==> src/rtl/spis_pkg.sv <==
package spis_pkg;

  // register addresses (2-bit window)
  localparam logic [1:0] ADDR_DATA = 2'd0;
  localparam logic [1:0] ADDR_STAT = 2'd1;
  localparam logic [1:0] ADDR_CTRL = 2'd2;

  // control word, LSB first: enable, idle level, phase, interrupt enable
  localparam int CTRL_W = 4;
  typedef struct packed {
    logic ie;
    logic cpha;
    logic cpol;
    logic en;
  } ctrl_t;

  // leading edge: first edge away from the idle level
  function automatic logic lead_edge(input logic cpol, input logic rise,
                                     input logic fall);
    return cpol ? fall : rise;
  endfunction

  function automatic logic trail_edge(input logic cpol, input logic rise,
                                      input logic fall);
    return cpol ? rise : fall;
  endfunction

  // which edge samples input and which moves output
  function automatic logic sample_edge(input logic cpha, input logic lead,
                                       input logic trail);
    return cpha ? trail : lead;
  endfunction

endpackage

==> src/rtl/spis_sync.sv <==
module spis_sync #(
  parameter int STAGES = 2
) (
  input  logic clk,
  input  logic rst_n,
  input  logic sck_pin,
  input  logic ss_n_pin,
  input  logic mosi_pin,
  output logic ss_n_s,
  output logic mosi_s,
  output logic sck_rise,
  output logic sck_fall
);
  // bit 2: sck, bit 1: select, bit 0: data
  localparam logic [2:0] RST_VAL = 3'b010;

  logic [STAGES-1:0][2:0] chain;
  logic                   sck_d;

  always_ff @(posedge clk or negedge rst_n) begin
    if (!rst_n) chain[0] <= RST_VAL;
    else        chain[0] <= {sck_pin, ss_n_pin, mosi_pin};
  end

  for (genvar g = 1; g < STAGES; g++) begin : g_stage
    always_ff @(posedge clk or negedge rst_n) begin
      if (!rst_n) chain[g] <= RST_VAL;
      else        chain[g] <= chain[g-1];
    end
  end

  always_ff @(posedge clk or negedge rst_n) begin
    if (!rst_n) sck_d <= 1'b0;
    else        sck_d <= chain[STAGES-1][2];
  end

  assign ss_n_s   = chain[STAGES-1][1];
  assign mosi_s   = chain[STAGES-1][0];
  assign sck_rise = chain[STAGES-1][2] & ~sck_d;
  assign sck_fall = ~chain[STAGES-1][2] & sck_d;

  // the synchronized clock never shows two edges of the same kind in a row
  p_alt_edges_r3: assert property (@(posedge clk) disable iff (!rst_n)
    sck_rise |=> !sck_rise);

endmodule

==> src/rtl/spis_shift.sv <==
module spis_shift #(
  parameter int DATA_W = 8
) (
  input  logic              clk,
  input  logic              rst_n,
  input  logic              en,
  input  logic              cpol,
  input  logic              cpha,
  input  logic              ss_n_s,
  input  logic              mosi_s,
  input  logic              sck_rise,
  input  logic              sck_fall,
  input  logic              load,
  input  logic [DATA_W-1:0] load_data,
  output logic              miso,
  output logic              busy,
  output logic              done_pulse,
  output logic [DATA_W-1:0] rx_byte
);
  import spis_pkg::*;

  localparam int CNT_W = $clog2(DATA_W);
  localparam logic [CNT_W-1:0] LAST = CNT_W'(DATA_W - 1);

  logic [CNT_W-1:0]  cnt;
  logic              active;
  logic [DATA_W-1:0] tx_q;
  logic [DATA_W-2:0] rx_q;

  // named events for the assertions
  logic running, lead, trail, smp, shf, last_bit;

  assign running  = en & ~ss_n_s;
  assign lead     = lead_edge(cpol, sck_rise, sck_fall);
  assign trail    = trail_edge(cpol, sck_rise, sck_fall);
  assign smp      = running & sample_edge(cpha, lead, trail);
  // late phase: the first leading edge only presents bit 7, already on the line
  assign shf      = running & (cpha ? (lead & active) : trail);
  assign last_bit = (cnt == LAST);

  always_ff @(posedge clk or negedge rst_n) begin
    if (!rst_n) begin
      cnt    <= '0;
      active <= 1'b0;
      tx_q   <= '0;
      rx_q   <= '0;
    end else begin
      if (!running) begin
        cnt    <= '0;
        active <= 1'b0;
      end else begin
        if (lead) active <= 1'b1;
        if (smp) begin
          rx_q <= {rx_q[DATA_W-3:0], mosi_s};
          if (last_bit) begin
            cnt    <= '0;
            active <= 1'b0;
          end else begin
            cnt <= cnt + 1'b1;
          end
        end
      end
      if (shf)  tx_q <= {tx_q[DATA_W-2:0], 1'b0};
      if (load) tx_q <= load_data;
    end
  end

  assign miso       = tx_q[DATA_W-1];
  assign busy       = running & (cpha ? active : 1'b1);
  assign done_pulse = smp & last_bit;
  assign rx_byte    = {rx_q, mosi_s};

  // with select high (or disabled) the bit count is back at zero next cycle
  p_idle_count_r12: assert property (@(posedge clk) disable iff (!rst_n)
    !running |=> (cnt == '0));

  // the register side never loads the shifter while a byte is on the wire
  p_no_load_busy_r9: assert property (@(posedge clk) disable iff (!rst_n)
    load |-> !busy);

  // nothing completes while disabled
  p_no_done_off_r11: assert property (@(posedge clk) disable iff (!rst_n)
    !en |-> !done_pulse);

endmodule

==> src/rtl/spis_regs.sv <==
module spis_regs #(
  parameter int DATA_W = 8
) (
  input  logic              clk,
  input  logic              rst_n,
  input  logic              bus_en,
  input  logic              bus_we,
  input  logic [1:0]        bus_addr,
  input  logic [DATA_W-1:0] bus_wdata,
  output logic [DATA_W-1:0] bus_rdata,
  input  logic              irq_mask,
  input  logic              done_pulse,
  input  logic [DATA_W-1:0] rx_byte,
  input  logic              busy,
  output logic              ctl_en,
  output logic              ctl_cpol,
  output logic              ctl_cpha,
  output logic              load,
  output logic [DATA_W-1:0] load_data,
  output logic              irq
);
  import spis_pkg::*;

  ctrl_t             ctrl_q;
  logic              flag_done, flag_ovr, flag_wcol;
  logic              arm_d, arm_w;
  logic [DATA_W-1:0] rx_buf;

  // named access events
  logic sr_rd, dr_rd, dr_wr, cr_wr, wr_block, coll, clr_d;

  assign sr_rd    = bus_en & ~bus_we & (bus_addr == ADDR_STAT);
  assign dr_rd    = bus_en & ~bus_we & (bus_addr == ADDR_DATA);
  assign dr_wr    = bus_en &  bus_we & (bus_addr == ADDR_DATA);
  assign cr_wr    = bus_en &  bus_we & (bus_addr == ADDR_CTRL);
  assign wr_block = flag_done & ~arm_d;
  assign load     = dr_wr & ~wr_block & ~busy;
  assign coll     = dr_wr & ~wr_block &  busy;
  assign clr_d    = dr_rd & arm_d;

  always_ff @(posedge clk or negedge rst_n) begin
    if (!rst_n) begin
      ctrl_q    <= '0;
      flag_done <= 1'b0;
      flag_ovr  <= 1'b0;
      flag_wcol <= 1'b0;
      arm_d     <= 1'b0;
      arm_w     <= 1'b0;
      rx_buf    <= '0;
    end else begin
      if (cr_wr) ctrl_q <= ctrl_t'(bus_wdata[CTRL_W-1:0]);
      if (sr_rd && flag_done) arm_d <= 1'b1;
      if (sr_rd && flag_wcol) arm_w <= 1'b1;
      if (clr_d) begin
        flag_done <= 1'b0;
        flag_ovr  <= 1'b0;
        arm_d     <= 1'b0;
      end
      // a completion in the clearing cycle starts a fresh, unclaimed byte
      if (done_pulse) begin
        if (flag_done && !clr_d) begin
          flag_ovr <= 1'b1;
        end else begin
          flag_done <= 1'b1;
          rx_buf    <= rx_byte;
        end
      end
      if (dr_wr && arm_w) begin
        flag_wcol <= 1'b0;
        arm_w     <= 1'b0;
      end
      if (coll) flag_wcol <= 1'b1;
    end
  end

  always_comb begin
    bus_rdata = '0;
    unique case (bus_addr)
      ADDR_DATA: bus_rdata = rx_buf;
      ADDR_STAT: bus_rdata = {{(DATA_W-3){1'b0}}, flag_wcol, flag_ovr, flag_done};
      ADDR_CTRL: bus_rdata = {{(DATA_W-CTRL_W){1'b0}}, ctrl_q};
      default:   bus_rdata = '0;
    endcase
  end

  assign ctl_en    = ctrl_q.en;
  assign ctl_cpol  = ctrl_q.cpol;
  assign ctl_cpha  = ctrl_q.cpha;
  assign load_data = bus_wdata;
  assign irq       = flag_done & ctrl_q.ie & ~irq_mask;

  // the flag only rises after the shifter reported a finished byte
  p_done_src_r4: assert property (@(posedge clk) disable iff (!rst_n)
    $rose(flag_done) |-> $past(done_pulse));

  // the flag only falls after a data read that followed a status read
  p_done_clr_r6: assert property (@(posedge clk) disable iff (!rst_n)
    $fell(flag_done) |-> ($past(dr_rd) && $past(arm_d)));

  // overrun is never reported without an unclaimed byte
  p_ovr_done_r8: assert property (@(posedge clk) disable iff (!rst_n)
    flag_ovr |-> flag_done);

  // an overrunning byte leaves the buffer untouched
  p_keep_buf_r8: assert property (@(posedge clk) disable iff (!rst_n)
    (done_pulse && flag_done && !clr_d) |=> $stable(rx_buf));

  // a collision bit only rises after a data write during a busy byte
  p_wcol_src_r9: assert property (@(posedge clk) disable iff (!rst_n)
    $rose(flag_wcol) |-> $past(dr_wr && busy));

  // no request without a pending byte
  p_irq_done_r5: assert property (@(posedge clk) disable iff (!rst_n)
    irq |-> flag_done);

endmodule

==> src/rtl/spis_top.sv <==
module spis_top #(
  parameter int DATA_W      = 8,
  parameter int SYNC_STAGES = 2
) (
  input  logic              clk,
  input  logic              rst_n,
  input  logic              bus_en,
  input  logic              bus_we,
  input  logic [1:0]        bus_addr,
  input  logic [DATA_W-1:0] bus_wdata,
  output logic [DATA_W-1:0] bus_rdata,
  input  logic              irq_mask,
  input  logic              sck_pin,
  input  logic              ss_n_pin,
  input  logic              mosi_pin,
  output logic              miso_pin,
  output logic              irq
);
  logic              ss_n_s, mosi_s, sck_rise, sck_fall;
  logic              ctl_en, ctl_cpol, ctl_cpha;
  logic              load, busy, done_pulse;
  logic [DATA_W-1:0] load_data, rx_byte;

  spis_sync #(.STAGES(SYNC_STAGES)) u_sync (
    .clk      (clk),
    .rst_n    (rst_n),
    .sck_pin  (sck_pin),
    .ss_n_pin (ss_n_pin),
    .mosi_pin (mosi_pin),
    .ss_n_s   (ss_n_s),
    .mosi_s   (mosi_s),
    .sck_rise (sck_rise),
    .sck_fall (sck_fall)
  );

  spis_shift #(.DATA_W(DATA_W)) u_shift (
    .clk        (clk),
    .rst_n      (rst_n),
    .en         (ctl_en),
    .cpol       (ctl_cpol),
    .cpha       (ctl_cpha),
    .ss_n_s     (ss_n_s),
    .mosi_s     (mosi_s),
    .sck_rise   (sck_rise),
    .sck_fall   (sck_fall),
    .load       (load),
    .load_data  (load_data),
    .miso       (miso_pin),
    .busy       (busy),
    .done_pulse (done_pulse),
    .rx_byte    (rx_byte)
  );

  spis_regs #(.DATA_W(DATA_W)) u_regs (
    .clk        (clk),
    .rst_n      (rst_n),
    .bus_en     (bus_en),
    .bus_we     (bus_we),
    .bus_addr   (bus_addr),
    .bus_wdata  (bus_wdata),
    .bus_rdata  (bus_rdata),
    .irq_mask   (irq_mask),
    .done_pulse (done_pulse),
    .rx_byte    (rx_byte),
    .busy       (busy),
    .ctl_en     (ctl_en),
    .ctl_cpol   (ctl_cpol),
    .ctl_cpha   (ctl_cpha),
    .load       (load),
    .load_data  (load_data),
    .irq        (irq)
  );

endmodule

==> config.mk <==
export PLATFORM = sky130hd
export DESIGN_NAME = spis_top
export DESIGN_NICKNAME = d
export VERILOG_FILES = /design/src/rtl/spis_pkg.sv /design/src/rtl/spis_sync.sv /design/src/rtl/spis_shift.sv /design/src/rtl/spis_regs.sv /design/src/rtl/spis_top.sv
export SDC_FILE = /design/constraint.sdc
export NUM_CORES = 1
export LEC_CHECK = 0
export ABC_AREA = 1
export BUFFER_PORTS_ARGS = -buffer_cell sky130_fd_sc_hd__buf_2
export CAP_MARGIN = 20
export CORE_ASPECT_RATIO = 1.1
export CORE_MARGIN = 2
export CORE_UTILIZATION = 60
export DETAILED_ROUTE_END_ITERATION = 10
export PLACE_DENSITY_LB_ADDON = 0.05
export SKIP_CTS_REPAIR_TIMING = 1
export SLEW_MARGIN = 20
export SYNTH_ARGS = -nofsm -noshare
export SYNTH_HDL_FRONTEND = slang
export SYNTH_SLANG_ARGS = --single-unit
==> constraint.sdc <==
create_clock -name clk -period 2.2 [get_ports clk]
set_clock_uncertainty 0.1 [all_clocks]
set_input_delay 0.44 -clock clk [delete_from_list [all_inputs] [get_ports clk]]
set_output_delay 0.44 -clock clk [all_outputs]
set_load 0.02 [all_outputs]
==> qor.yml <==
worst_setup_path:
  cp-startpoint: "u_regs.ctl_cpha"
  required_ns: 1.66
  rr_startpoint: "u_shift.cnt[0]"
  cp_max_fo: 6
  crit_type: "reg2out"
  worstSetupStartpointType: "register"
  worstPathArrival_ns: 1.28
  cp-end-kind: "output pin"
synth:
  syn_area_um2: 2080
  synth_nets: 254
  syn_inst: 234
  synth_top_area_share_pct: 49.4
  synth-seq-cells: 43
  avgSynthCellArea_um2: 8.88
  seq_area_frac_synth_pct: 51.9
  synth.distinct_cells: 27
  ys_top_cells_by_area: "dfrtp_1 49%, nand2_1 15%, inv_1 4.2%"
  yosysWarnings: 0
  ys.flop_type: "dfrtp_1"
  synth-edff-count: 0
  synthArstFlopShare_pct: 100
  synth_top_cell_by_area: "dfrtp_1"
timing:
  period_minus_slack_ns: 1.82
  layout_setup_ws_ns: 0.381
  slew_headroom_pct: 70.7
  setup_viol: 0
  post-route-period-util_pct: 82.7
  final_max_slew_viol_count: 0
  tightest_slew_ns: 0.439
  rsz0062_at_grt: "false"
  tns_ns: 0
  fmax_mhz: 550
  hold_viol: 0
clock_network:
  htreeDepth: 2
  clkTransAtPathRegs_ns: 0.12
  cts_buffer_depth: 2
  cts-root-buf: "clkbuf_4"
  tritoncts: "yes"
  cts_sinks: 43
  worstSkewPairLatency_ns: 0.35
  cts_buffers: 5
power_and_ir_drop:
  ir_drop_mv: 0.566
  p_seq_share_pct: 51.3
  pwr-share-comb_pct: 24.2
  switching_share_pct: 32.2
  finalPower_uw: 2100
  leakage_uw: 0.00126
  clkPwrFrac_pct: 24.5
  p_per_area_nw_per_um2: 889
  p_sw_uw: 677
  internal_power_uw: 1420
cells_and_area:
  fillers: 274
  final_common_cell: "nand2_1"
  antenna_cells: 0
  area_growth_pct: 13.8
  seq_area_um2: 1080
  fin_nets: 287
  multi_input_area_um2: 870
  final_cell_mix: "84 x nand2_1, 41 x dfrtp_1, 27 x buf_2"
  drive_gt1_share_pct: 22.0
global_routing:
  grt_pass1_vias: 1520
  antenna_found_initial: 0
  grt-ovfl-total: 0
  grt_pass1_wl_um: 6440
  grt_max_degree: 44
  track_usage_pct: 21.9
routing:
  firstDrtPassIters: 4
  vias_per_cell: 5.02
  remaining_drc_errors: 0
  vias: 1587
  routed_wl_um: 3620
  avgRoutedWirePerCell_um: 11.4
  ant_nets: 0
  drtIter0Drc: 47
placed_design:
  place.gp.congestion: 0.805
  dp_worst_setup_slack_ns: 0.389
  portBuffers: 27
  dp_hpwl_um: 2690
min_path:
  hold_class: "in2reg"
  hp-start: "ss_n_pin"
floorplan:
  dieWidth_um: 60.1
  ios: 28
  die_area_um2: 3950
  num_rows: 22
  fp.dieH_um: 65.7
  core_region_area_um2: 3330
  start_util_pct: 62.4
flow_run:
  drv_cap: 0
status:
  status: "completed"
-- flip-flops by register name, summed over array words and instances, names as in the netlist --
signal            cells
u_sync.sck_d          1
u_regs.ctl_en         1
u_regs.flag_wcol      1
u_regs.ctl_cpha       1
u_shift.cnt           3
u_sync.mosi_s         1
u_regs.rx_buf         8
u_shift.tx_q          8
u_sync.ss_n_s         1
u_regs.ctrl_q         1
u_regs.flag_done      1
u_regs.arm_d          1
u_shift.active        1
u_sync.chain          4
u_regs.flag_ovr       1
u_regs.arm_w          1
u_shift.rx_q          7
u_regs.ctl_cpol       1
-- stage by stage --
step	hold WS (ns)	area [um2]	utilization [%]	std cells
after detailed placement	0.241	2270	68.1	307
after global placement	0.232	2270	68.1	307
after CTS	-0.0611	2350	70.7	315
final	0.0805	2360	71.0	316
after floorplan	0.0444	2080	-	234
after global routing	0.0557	2360	71.0	316
-- synth_stat cells (2+ instances only) --
cell type / instances
o21ai_0: 9
ha_1: 2
inv_2: 3
nand2_1: 84
nand2_4: 3
nand4_1: 10
a21oi_1: 4
dfrtp_1: 41
o21a_1: 3
nor2_1: 11
buf_6: 2
nor2_8: 2
dfstp_2: 2
o211ai_1: 3
nand3_2: 4
inv_1: 23
nand3_1: 15
buf_2: 2
nor2_4: 3
-- layout make-up --
| class | count | share of cell area, % |
|---|---|---|
| Clock buffer | 6 | 2.17 |
| Clock inverter | 2 | 1.48 |
| Inverter | 26 | 4.13 |
| Multi-Input combinational cell | 161 | 36.8 |
| Sequential cell | 43 | 45.6 |
| Tap cell | 48 | 2.54 |
| Timing Repair Buffer | 30 | 7.30 |
-- critical path, stage by stage, from the launching register on --
cell and delay [ns]:
dfrtp_1 0.44, inv_2 0.13, o211ai_1 0.17, buf_2 0.18
-- final timing paths --
path | endpoint | slack [ns] | cells after the start
worst max register to register | u_regs.rx_buf[1] | 0.56 | 5
worst min-delay path | u_sync.chain[1] | 0.08 | 1
worst min register to register | u_sync.ss_n_s | 0.26 | 0
min in group asynchronous | u_shift.tx_q[6] | 0.47 | 3
worst max-delay path | bus_rdata[2] | 0.38 | 3
max in group asynchronous | u_sync.chain[1] | 1.26 | 3
-- power groups by stage --
stage,Sequential (uW),Combinational (uW),Clock (uW)
3_3_place_gp,1090,502,0
3_5_place_dp,1100,514,0
2_1_floorplan,1080,378,0
5_1_grt,1100,585,559
4_1_cts,1080,517,525
6_report,1080,509,514
-- cells by family after synthesis --
kind of cell / Yosys count / share of synthesized area, %
simple gates: 137 / 33.8
flops: 43 / 51.9
buf+inv: 30 / 6.26
compound gates: 22 / 6.86
fa+ha+maj: 2 / 1.20
-- routing by layer --
| metal | part of all wire [%] | track usage [%] |
|---|---|---|
| met1 | 49 | 29.2 |
| met2 | 46 | 34.6 |
| met3 | 4.2 | 5.31 |
| met5 | 0 | 0 |
| met4 | 1.5 | 7.50 |
Note: power is estimated with default switching activity, not from simulation.
